[src/rtl/spi_flag_pkg.sv]
package spi_flag_pkg;
    localparam int DATA_W = 8;
    localparam int CNT_W  = $clog2(DATA_W);

    typedef logic [DATA_W-1:0] byte_t;

    typedef enum logic [1:0] {
        REG_CTRL = 2'd0,
        REG_DATA = 2'd1,
        REG_IEN  = 2'd2
    } reg_sel_e;

    // control register bit positions
    localparam int B_DONE  = 7;
    localparam int B_WCOL  = 6;
    localparam int B_MODF  = 5;
    localparam int B_OVR   = 4;
    localparam int B_MULTI = 3;
    localparam int B_MST   = 2;
    localparam int B_EN    = 0;

    typedef struct packed {
        logic done;
        logic wcol;
        logic modf;
        logic ovr;
    } flags_t;

    // hardware set wins over a software clear in the same cycle
    function automatic flags_t flag_next(flags_t cur, flags_t hw_set,
                                         logic sw_wr, logic [3:0] sw_keep);
        logic [3:0] keep;
        keep = sw_wr ? sw_keep : 4'hF;
        return flags_t'(hw_set | (cur & keep));
    endfunction
endpackage

[src/rtl/spi_sync.sv]
module spi_sync #(
    parameter int            W       = 3,
    parameter int            STAGES  = 2,
    parameter logic [W-1:0]  RST_VAL = '0
) (
    input  logic         clk,
    input  logic         rst,
    input  logic [W-1:0] d,
    output logic [W-1:0] q
);
    logic [W-1:0] stage [STAGES];

    genvar g;
    generate
        for (g = 0; g < STAGES; g++) begin : g_stage
            always_ff @(posedge clk) begin
                if (rst) stage[g] <= RST_VAL;
                else if (g == 0) stage[g] <= d;
                else stage[g] <= stage[(g == 0) ? 0 : g-1];
            end
        end
    endgenerate

    assign q = stage[STAGES-1];
endmodule

[src/rtl/spi_shifter.sv]
module spi_shifter
    import spi_flag_pkg::*;
#(
    parameter int HALF_DIV = 4
) (
    input  logic  clk,
    input  logic  rst,
    input  logic  active,
    input  logic  master,
    input  logic  load,
    input  byte_t load_data,
    input  logic  miso_i,
    input  logic  sclk_s,
    input  logic  mosi_s,
    input  logic  nss_s,
    output logic  sclk_o,
    output logic  mosi_o,
    output logic  miso_o,
    output logic  ready,
    output logic  byte_done,
    output byte_t rx_byte
);
    localparam int DIV_W = (HALF_DIV > 1) ? $clog2(HALF_DIV) : 1;
    localparam logic [DIV_W-1:0] DIV_LAST = DIV_W'(HALF_DIV - 1);
    localparam logic [CNT_W-1:0] CNT_LAST = CNT_W'(DATA_W - 1);

    byte_t            shreg;
    logic [CNT_W-1:0] cnt;
    logic [DIV_W-1:0] div;
    logic             sclk_q, busy, samp, done_q, sclk_prev;

    always_ff @(posedge clk) begin
        if (rst) begin
            shreg <= '0; cnt <= '0; div <= '0;
            sclk_q <= 1'b0; busy <= 1'b0; samp <= 1'b0;
            done_q <= 1'b0; sclk_prev <= 1'b0;
        end else begin
            done_q    <= 1'b0;
            sclk_prev <= sclk_s;
            if (!active) begin
                busy <= 1'b0; sclk_q <= 1'b0; cnt <= '0; div <= '0;
            end else if (master) begin
                if (load) begin
                    shreg <= load_data; busy <= 1'b1;
                    sclk_q <= 1'b0; cnt <= '0; div <= '0;
                end else if (busy) begin
                    if (div == DIV_LAST) begin
                        div    <= '0;
                        sclk_q <= ~sclk_q;
                        if (!sclk_q) begin
                            samp <= miso_i;
                        end else begin
                            shreg <= {shreg[DATA_W-2:0], samp};
                            cnt   <= cnt + 1'b1;
                            if (cnt == CNT_LAST) begin
                                busy <= 1'b0; done_q <= 1'b1; cnt <= '0;
                            end
                        end
                    end else begin
                        div <= div + 1'b1;
                    end
                end
            end else begin
                busy <= 1'b0; sclk_q <= 1'b0;
                if (nss_s) begin
                    cnt <= '0;
                    if (load) shreg <= load_data;
                end else if (sclk_s && !sclk_prev) begin
                    shreg <= {shreg[DATA_W-2:0], mosi_s};
                    cnt   <= cnt + 1'b1;
                    if (cnt == CNT_LAST) begin
                        done_q <= 1'b1; cnt <= '0;
                    end
                end
            end
        end
    end

    assign sclk_o    = sclk_q;
    assign mosi_o    = shreg[DATA_W-1];
    assign miso_o    = shreg[DATA_W-1];
    assign ready     = master ? !busy : nss_s;
    assign byte_done = done_q;
    assign rx_byte   = shreg;


    sclk_idle_chk: assert property (@(posedge clk) disable iff (rst)
        !busy |-> !sclk_q);


    done_after_busy_chk: assert property (@(posedge clk) disable iff (rst)
        (byte_done && master && $past(master)) |-> $past(busy));
endmodule

[src/rtl/spi_flag_port.sv]
module spi_flag_port
    import spi_flag_pkg::*;
#(
    parameter int HALF_DIV    = 4,
    parameter int SYNC_STAGES = 2
) (
    input  logic       clk,
    input  logic       rst,
    input  logic       wr_en,
    input  logic       rd_en,
    input  logic [1:0] addr,
    input  logic [7:0] wdata,
    output logic [7:0] rdata,
    output logic       irq,
    output logic       sclk_o,
    output logic       mosi_o,
    input  logic       miso_i,
    input  logic       sclk_i,
    input  logic       mosi_i,
    output logic       miso_o,
    input  logic       nss_i
);
    reg_sel_e sel;
    assign sel = reg_sel_e'(addr);

    flags_t flg;
    logic   multi, mst, en, ien;
    byte_t  txbuf, rxbuf;
    logic   txfull, rxfull;

    logic [2:0] sync_q;
    logic       sclk_s, mosi_s, nss_s;

    spi_sync #(.W(3), .STAGES(SYNC_STAGES), .RST_VAL(3'b100)) u_sync (
        .clk(clk), .rst(rst), .d({nss_i, mosi_i, sclk_i}), .q(sync_q));
    assign {nss_s, mosi_s, sclk_s} = sync_q;

    logic  load, ready, byte_done;
    byte_t rx_byte;

    assign load = en && txfull && ready;

    spi_shifter #(.HALF_DIV(HALF_DIV)) u_shift (
        .clk(clk), .rst(rst), .active(en), .master(mst),
        .load(load), .load_data(txbuf), .miso_i(miso_i),
        .sclk_s(sclk_s), .mosi_s(mosi_s), .nss_s(nss_s),
        .sclk_o(sclk_o), .mosi_o(mosi_o), .miso_o(miso_o),
        .ready(ready), .byte_done(byte_done), .rx_byte(rx_byte));

    logic   wr_ctrl, wr_data, wr_ien, rd_data;
    logic   modf_evt, ovr_evt;
    flags_t hw_set;

    assign wr_ctrl  = wr_en && (sel == REG_CTRL);
    assign wr_data  = wr_en && (sel == REG_DATA);
    assign wr_ien   = wr_en && (sel == REG_IEN);
    assign rd_data  = rd_en && (sel == REG_DATA);
    assign modf_evt = en && mst && multi && !nss_s;
    assign ovr_evt  = byte_done && !mst && rxfull && !rd_data;
    assign hw_set   = '{done: byte_done, wcol: wr_data && txfull,
                        modf: modf_evt, ovr: ovr_evt};

    always_ff @(posedge clk) begin
        if (rst) begin
            flg <= '0; multi <= 1'b0; mst <= 1'b0; en <= 1'b0; ien <= 1'b0;
            txbuf <= '0; rxbuf <= '0; txfull <= 1'b0; rxfull <= 1'b0;
        end else begin
            flg <= flag_next(flg, hw_set, wr_ctrl, wdata[B_DONE:B_OVR]);
            if (wr_ctrl) begin
                multi <= wdata[B_MULTI];
                mst   <= wdata[B_MST];
                en    <= wdata[B_EN];
            end
            if (modf_evt) begin
                mst <= 1'b0;
                en  <= 1'b0;
            end
            if (wr_ien) ien <= wdata[0];
            if (wr_data && !txfull) begin
                txbuf  <= wdata;
                txfull <= 1'b1;
            end else if (load) begin
                txfull <= 1'b0;
            end
            if (rd_data) rxfull <= 1'b0;
            if (byte_done && !ovr_evt) begin
                rxbuf  <= rx_byte;
                rxfull <= 1'b1;
            end
        end
    end

    always_comb begin
        rdata = '0;
        case (sel)
            REG_CTRL: begin
                rdata[B_DONE:B_OVR] = flg;
                rdata[B_MULTI]      = multi;
                rdata[B_MST]        = mst;
                rdata[B_EN]         = en;
            end
            REG_DATA: rdata = rxbuf;
            REG_IEN:  rdata[0] = ien;
            default:  rdata = '0;
        endcase
    end

    assign irq = ien && (|flg);


    modf_release_chk: assert property (@(posedge clk) disable iff (rst)
        $rose(flg.modf) |-> (!mst && !en));


    wcol_drop_chk: assert property (@(posedge clk) disable iff (rst)
        (wr_data && txfull) |=> (txbuf == $past(txbuf)));


    ovr_keep_chk: assert property (@(posedge clk) disable iff (rst)
        ovr_evt |=> $stable(rxbuf));
endmodule

[config.mk]
export PLATFORM = sky130hd
export DESIGN_NAME = spi_flag_port
export DESIGN_NICKNAME = d
export VERILOG_FILES = /design/src/rtl/spi_flag_pkg.sv /design/src/rtl/spi_sync.sv /design/src/rtl/spi_shifter.sv /design/src/rtl/spi_flag_port.sv
export SDC_FILE = /design/constraint.sdc
export NUM_CORES = 1
export LEC_CHECK = 0
export ABC_AREA = 1
export BUFFER_PORTS_ARGS = -buffer_cell sky130_fd_sc_hd__clkbuf_2
export CORE_MARGIN = 8
export CORE_UTILIZATION = 61
export DETAILED_ROUTE_END_ITERATION = 8
export HOLD_SLACK_MARGIN = 0.1
export PLACE_DENSITY = 0.95
export SYNTH_ARGS = -nofsm -noshare
export SYNTH_HDL_FRONTEND = slang
export SYNTH_SLANG_ARGS = --single-unit
[constraint.sdc]
create_clock -name clk -period 2.15 [get_ports clk]
set_input_delay 0 -clock clk [delete_from_list [all_inputs] [get_ports clk]]
set_output_delay 0 -clock clk [all_outputs]
set_load 0.03 [all_outputs]
======== Word level (Yosys, flattened, before mapping) ========
Memories as Yosys holds them, arrays and structs flattened.
Cells that the tools add are included.
word-level totals
  register bits ........................... 44
  bits in latches ......................... 0
  RAM bits ................................ 6
  bits in read-only memories .............. 0
  input port bits ......................... 18
  output and inout bits ................... 12
  word-level logic and storage cells ...... 124
  memories kept ........................... 1
memories
  name          depth  bits a word  rd ports  clocked after memory_dff  wr ports  RTL line        RTL
  u_sync.stage  2      3            2         0                         2         spi_sync.sv:11  logic [W-1:0] stage [STAGES];
cells by class
  add/sub/neg operators ................... 2
  multiply operators ...................... 0
  div/mod/pow operators ................... 0
  $lt $le $gt $ge ......................... 0
  equal/unequal tests ..................... 8
  shift-type cells ........................ 0
  mux-type cells .......................... 46
  bitwise operators ....................... 8
  reductions and logical operators ........ 39
operators by type and width
  cell                 number
  $mux 8               8
  $mux 3               10
  $mux 1               22
  $logic_and 1x1->1    17
  $pmux 6 s2           1
  $reduce_and 6->1     2
  $ne 3x1->1 const B   3
  $reduce_or 4->1      2
  $logic_not 1->1      7
  $mux 2               3
  $reduce_bool 2->1    3
  $and 4x4->4          1
  $eq 2x2->1 const B   2
  $mux 4               1
  $not 1->1            4
  $or 4x4->4           1
  $reduce_and 2->1     2
  $reduce_and 4->1     1
  $reduce_or 2->1      2
  $add 3x1->3 const B  1
  $eq 3x3->1 const B   1
  $ne 3x2->1 const B   1
  $pmux 1 s3           1
  $reduce_bool 3->1    1
  5 further kinds      6

======== Longest topological paths before layout ========
  word-level depth ........................ 7
  depth in mapped cells ................... 10
  gate-level depth less buffers ........... 10

======== By module ========
Synthesis repeated with hierarchy kept, for this count alone.
second synthesis, totals
  cells, all modules ...................... 337
  area total of the unflattened synthesis .. 2376.0 um^2
by module, submodules not included
  module         times used  cells each  area an instance (um^2)  seq. area each (um^2)
  spi_flag_port  1           162         1183.6                   520.5
  spi_shifter    1           156         1023.5                   360.3
  spi_sync       1           19          168.9                    120.1

======== Least setup slack after synthesis ========
OpenSTA, ideal clock, no wires.
  kind .................................... register -> register
  from .................................... register u_shift.div[0]
  to ...................................... register u_shift.shreg[6] (netlist: u_shift.rx_byte[6])
  setup time .............................. 0.113 ns
  arrival time ............................ 1.212 ns
  required time ........................... 2.037 ns
  setup slack ............................. 0.825 ns
  cell stages (with the launch flop) ...... 11
  path buffers ............................ 1
  clock period less this slack ............ 1.325 ns
  cell sequence ........................... dfxtp_1 > ha_1 > nand2_1 > clkinv_1 > nand2_1 > nand3_2 > nand2_2 > buf_6 > nand2_1 > nand2_1 > nor2_1
between the ends
  word-level cells in the longest chain between the ends .. 3
RTL lines
  what                               RTL line           RTL
  from (decl)                        spi_shifter.sv:29  logic [DIV_W-1:0] div;
  from (signal assigned)             spi_shifter.sv:60  div <= div + 1'b1;
  $eq 2x2->1                         spi_shifter.sv:47  if (div == DIV_LAST) begin
  $ne 3x1->1 (no source line)        --
  $reduce_and 6->1 (no source line)  --
  to (signal assigned)               spi_shifter.sv:53  shreg <= {shreg[DATA_W-2:0], samp};
  to (signal assigned)               spi_shifter.sv:67  if (load) shreg <= load_data;
  to (signal assigned)               spi_shifter.sv:69  shreg <= {shreg[DATA_W-2:0], mosi_s};
  to (decl)                          spi_shifter.sv:27  byte_t shreg;
Every way passes these cells.
A chain may end at the register's enable or synchronous reset.

======== Worst setup path in the final report ========
  from .................................... input addr[1]
  to ...................................... register flg[2] (netlist bit)
between the ends
  word-level cells in the longest chain between the ends .. 5
  elaborated cells on any way between the ends .. 8
  those cells by class .................... eq/ne (1); mux (1); bitwise (2); reduce/logical (4)
RTL lines
  what                  RTL line             RTL
  from (decl)           spi_flag_port.sv:11  input logic [1:0] addr,
  $logic_not 2->1       spi_flag_port.sv:54  assign wr_ctrl = wr_en && (sel == REG_CTRL);
  $logic_and 1x1->1     spi_flag_port.sv:54
  $mux 4                spi_flag_pkg.sv:33   keep = sw_wr ? sw_keep : 4'hF;
  $and 4x4->4           spi_flag_pkg.sv:34   return flags_t'(hw_set | (cur & keep));
  $or 4x4->4 (*)        spi_flag_pkg.sv:34
  to (signal assigned)  spi_flag_port.sv:68  flg <= flag_next(flg, hw_set, wr_ctrl, wdata[B_DONE:B_OVR]);
  to (decl)             spi_flag_port.sv:26  flags_t flg;
Every way passes the cells marked *; elsewhere a longest branch is shown, timed or not.

==> impl_metrics.yaml <==
outcome:
  status: "finished, final reports clean"
timing:
  post-route-period-util: 0.840
  hold_violations: 0
  final.min_clock_period_ps: 1810
  slew_viol_final: 0
  whs_ps: 412
  fin_setup_tns_ps: 0
  setup_viol_count_final: 0
  max_slew_margin: 0.703
  timing.fmax_mhz: 553
  fin_worst_skew_ps: 6.37
  rsz0062_at_grt: "no"
  setup_slack_ps: 343
  worstMarginPinSlew_ps: 445
routing:
  drt.antenna.violating_nets: 0
  vias: 2257
  route.met2.wl_mm: 2.68
  drc: 0
  vias_per_cell: 5.35
  wl_met3_microns: 440
  firstDrtPassIters: 5
  drt_iter0_drc: 158
  routedWlPerCell_microns: 13.2
  dr.max_layer_used: "met4"
  wl_met1_mm: 2.35
  wl_mm: 5.58
synthesis:
  ys_ff_latch: 50
  synth_ff_type: "dfxtp_1"
  synth_fp_nets: 345
  ys_seq_area_frac: 0.442
  ys_types: 29
  ys.warnings.count: 0
  async_reset_ff_frac: 0
  syn_avg_cell_area_sq_um: 6.99
  postSynthCellCount: 324
  syn_area_sq_um: 2260
  synth-edff-count: 0
cells_and_area:
  layout_commonest_cell: "nand2_1"
  fill_cells: 271
  antennaDiodeCount: 0
  drive_gt1_frac: 0.147
  final_cell_mix: "nand2_1 (73), nor2_1 (71), dfxtp_1 (50)"
  finalNetCount: 394
  syn2layout_area_growth_pct: 20.0
floorplan:
  die_area_sq_um: 5920
  die_y_microns: 76.9
  ios: 30
  initial_core_util: 0.628
  die_w_microns: 76.9
  placementRows: 22
  core_area_sq_um: 3610
placed_design:
  pre_cts_ws_ps: 588
  gp_congestion: 0.867
  port_buffers: 29
  dpl.hpwl_mm: 4.07
global_route:
  grt_max_degree: 29
  grt_pass1_wl_mm: 9.28
  overflow: 0
  track_usage: 0.190
  grt_antenna_before_repair: 0
  grt_pass1_vias: 2071
min_path:
  hold_path.class: "flip-flop to flip-flop"
  hold_depth: 2
clock_tree:
  hold_buffers: 19
  clk_transition_reported_paths_ps: 90
  cts_buffer_depth: 2
  cts_tree: "built"
  clk_latency_ps: 310
  cts_sinks: 50
  clockRootBuffer: "clkbuf_8"
  cts-buffers-inserted: 5
  cts_max_level: 2
  ctsResizeCount: 0
  cts_setup_buffers: 0
power_and_ir_drop:
  intPower_w: 0.00127
  clkPwrFrac: 0.332
  ir_worst_vdd_mv: 0.440
  switching_share: 0.248
  p_seq_frac: 0.570
  power_frac_comb: 0.098
  leakage_nw: 1.21
  switchingPower_w: 0.000420
  p_per_area_nw_per_um2: 623
worst_setup_path:
  crit_required_ps: 2350
  crit_path_max_fanout: 9
  worstPathArrival_ps: 2010
  r2r_cells: 7
  path_class: "primary input to flip-flop"
  end_kind: "flip-flop"
  startpoint_type: "primary input"
flow_run:
  maxCapViolations: 0
==> path summary, 6_finish.rpt <==
check,startpoint,end,slack [ps]
worst min-delay path,u_sync.stage[0][0],u_sync.stage[1][0],410
worst min register to register,u_sync.stage[0][0],u_sync.stage[1][0],410
worst max register to register,mst,u_shift.rx_byte[7],550
worst max-delay path,addr[1],flg[2],340
==> kinds of logic after synthesis <==
family / share of synthesized area
AOI/OAI and AO/OA: 0.106
DFF: 0.442
buffers and inverters: 0.0796
adders and majority gates: 0.0166
and+or+nand+nor: 0.356
==> worst max-delay path, stage by stage <==
cell and delay, ps:
dlygate4sd3_1 550, clkbuf_2 170, nor2_1 210, nand2_1 230
o21ai_0 210, a21oi_1 80, dlygate4sd3_1 570
==> stage by stage <==
step           power (W)   util  std cells  cell area [sq um]
4_1_cts          0.00170  0.753        422               2720
3_5_place_dp     0.00112  0.674        395               2430
5_1_grt          0.00175  0.753        422               2720
2_1_floorplan    0.00107      -        324               2260
6_report         0.00169  0.753        422               2720
3_3_place_gp     0.00112  0.674        395               2430
==> synthesized netlist by cell type, types with 3 or more instances <==
cell,count,area (sq um)
a211oi_1,3,22.5
a21oi_1,13,65.1
clkbuf_1,3,11.3
clkinv_1,3,11.3
dfxtp_1,50,1000
ha_1,3,37.5
inv_1,30,113
inv_2,3,11.3
nand2_1,73,274
nand2_2,4,25.0
nand3_1,25,125
nor2_1,71,267
nor3_1,3,15.0
o21ai_0,21,105
==> flip-flops by register name, summed over array words and instances, names as in the netlist <==
name / flops
txbuf: 8
multi: 1
rxbuf: 8
rxfull: 1
u_shift.rx_byte: 8
u_shift.busy: 1
u_shift.byte_done: 1
flg: 4
en: 1
u_shift.samp: 1
u_shift.cnt: 3
u_shift.sclk_o: 1
u_shift.sclk_prev: 1
mst: 1
txfull: 1
ien: 1
u_shift.div: 2
u_sync.stage: 6
==> metal layers <==
metal | track usage | up-vias
li1 | - | 1125
met1 | 0.210 | 1022
met2 | 0.336 | 98
met3 | 0.0524 | 12
met4 | 0.0731 | 0
met5 | 0 | -
==> power by group through the flow <==
stage	clock [W]	sequential [W]	combinational [W]
after floorplan	0	0.000979	0.0000946
after global placement	0	0.000985	0.000132
after detailed placement	0	0.000986	0.000136
after CTS	0.000576	0.000964	0.000163
after global routing	0.000603	0.000967	0.000184
final	0.000562	0.000965	0.000165
==> cell type report <==
class	count	area (sq um)	share of cell area
multi-input cells	231	1080	0.398
clock inverters	2	12.5	0.00461
flip-flops and latches	50	1000	0.368
repair buffers	49	343	0.126
inverters	36	135	0.0497
clock buffers	6	82.6	0.0304
well taps	48	60.1	0.0221
No activity file was read; power rests on OpenSTA's default activity.
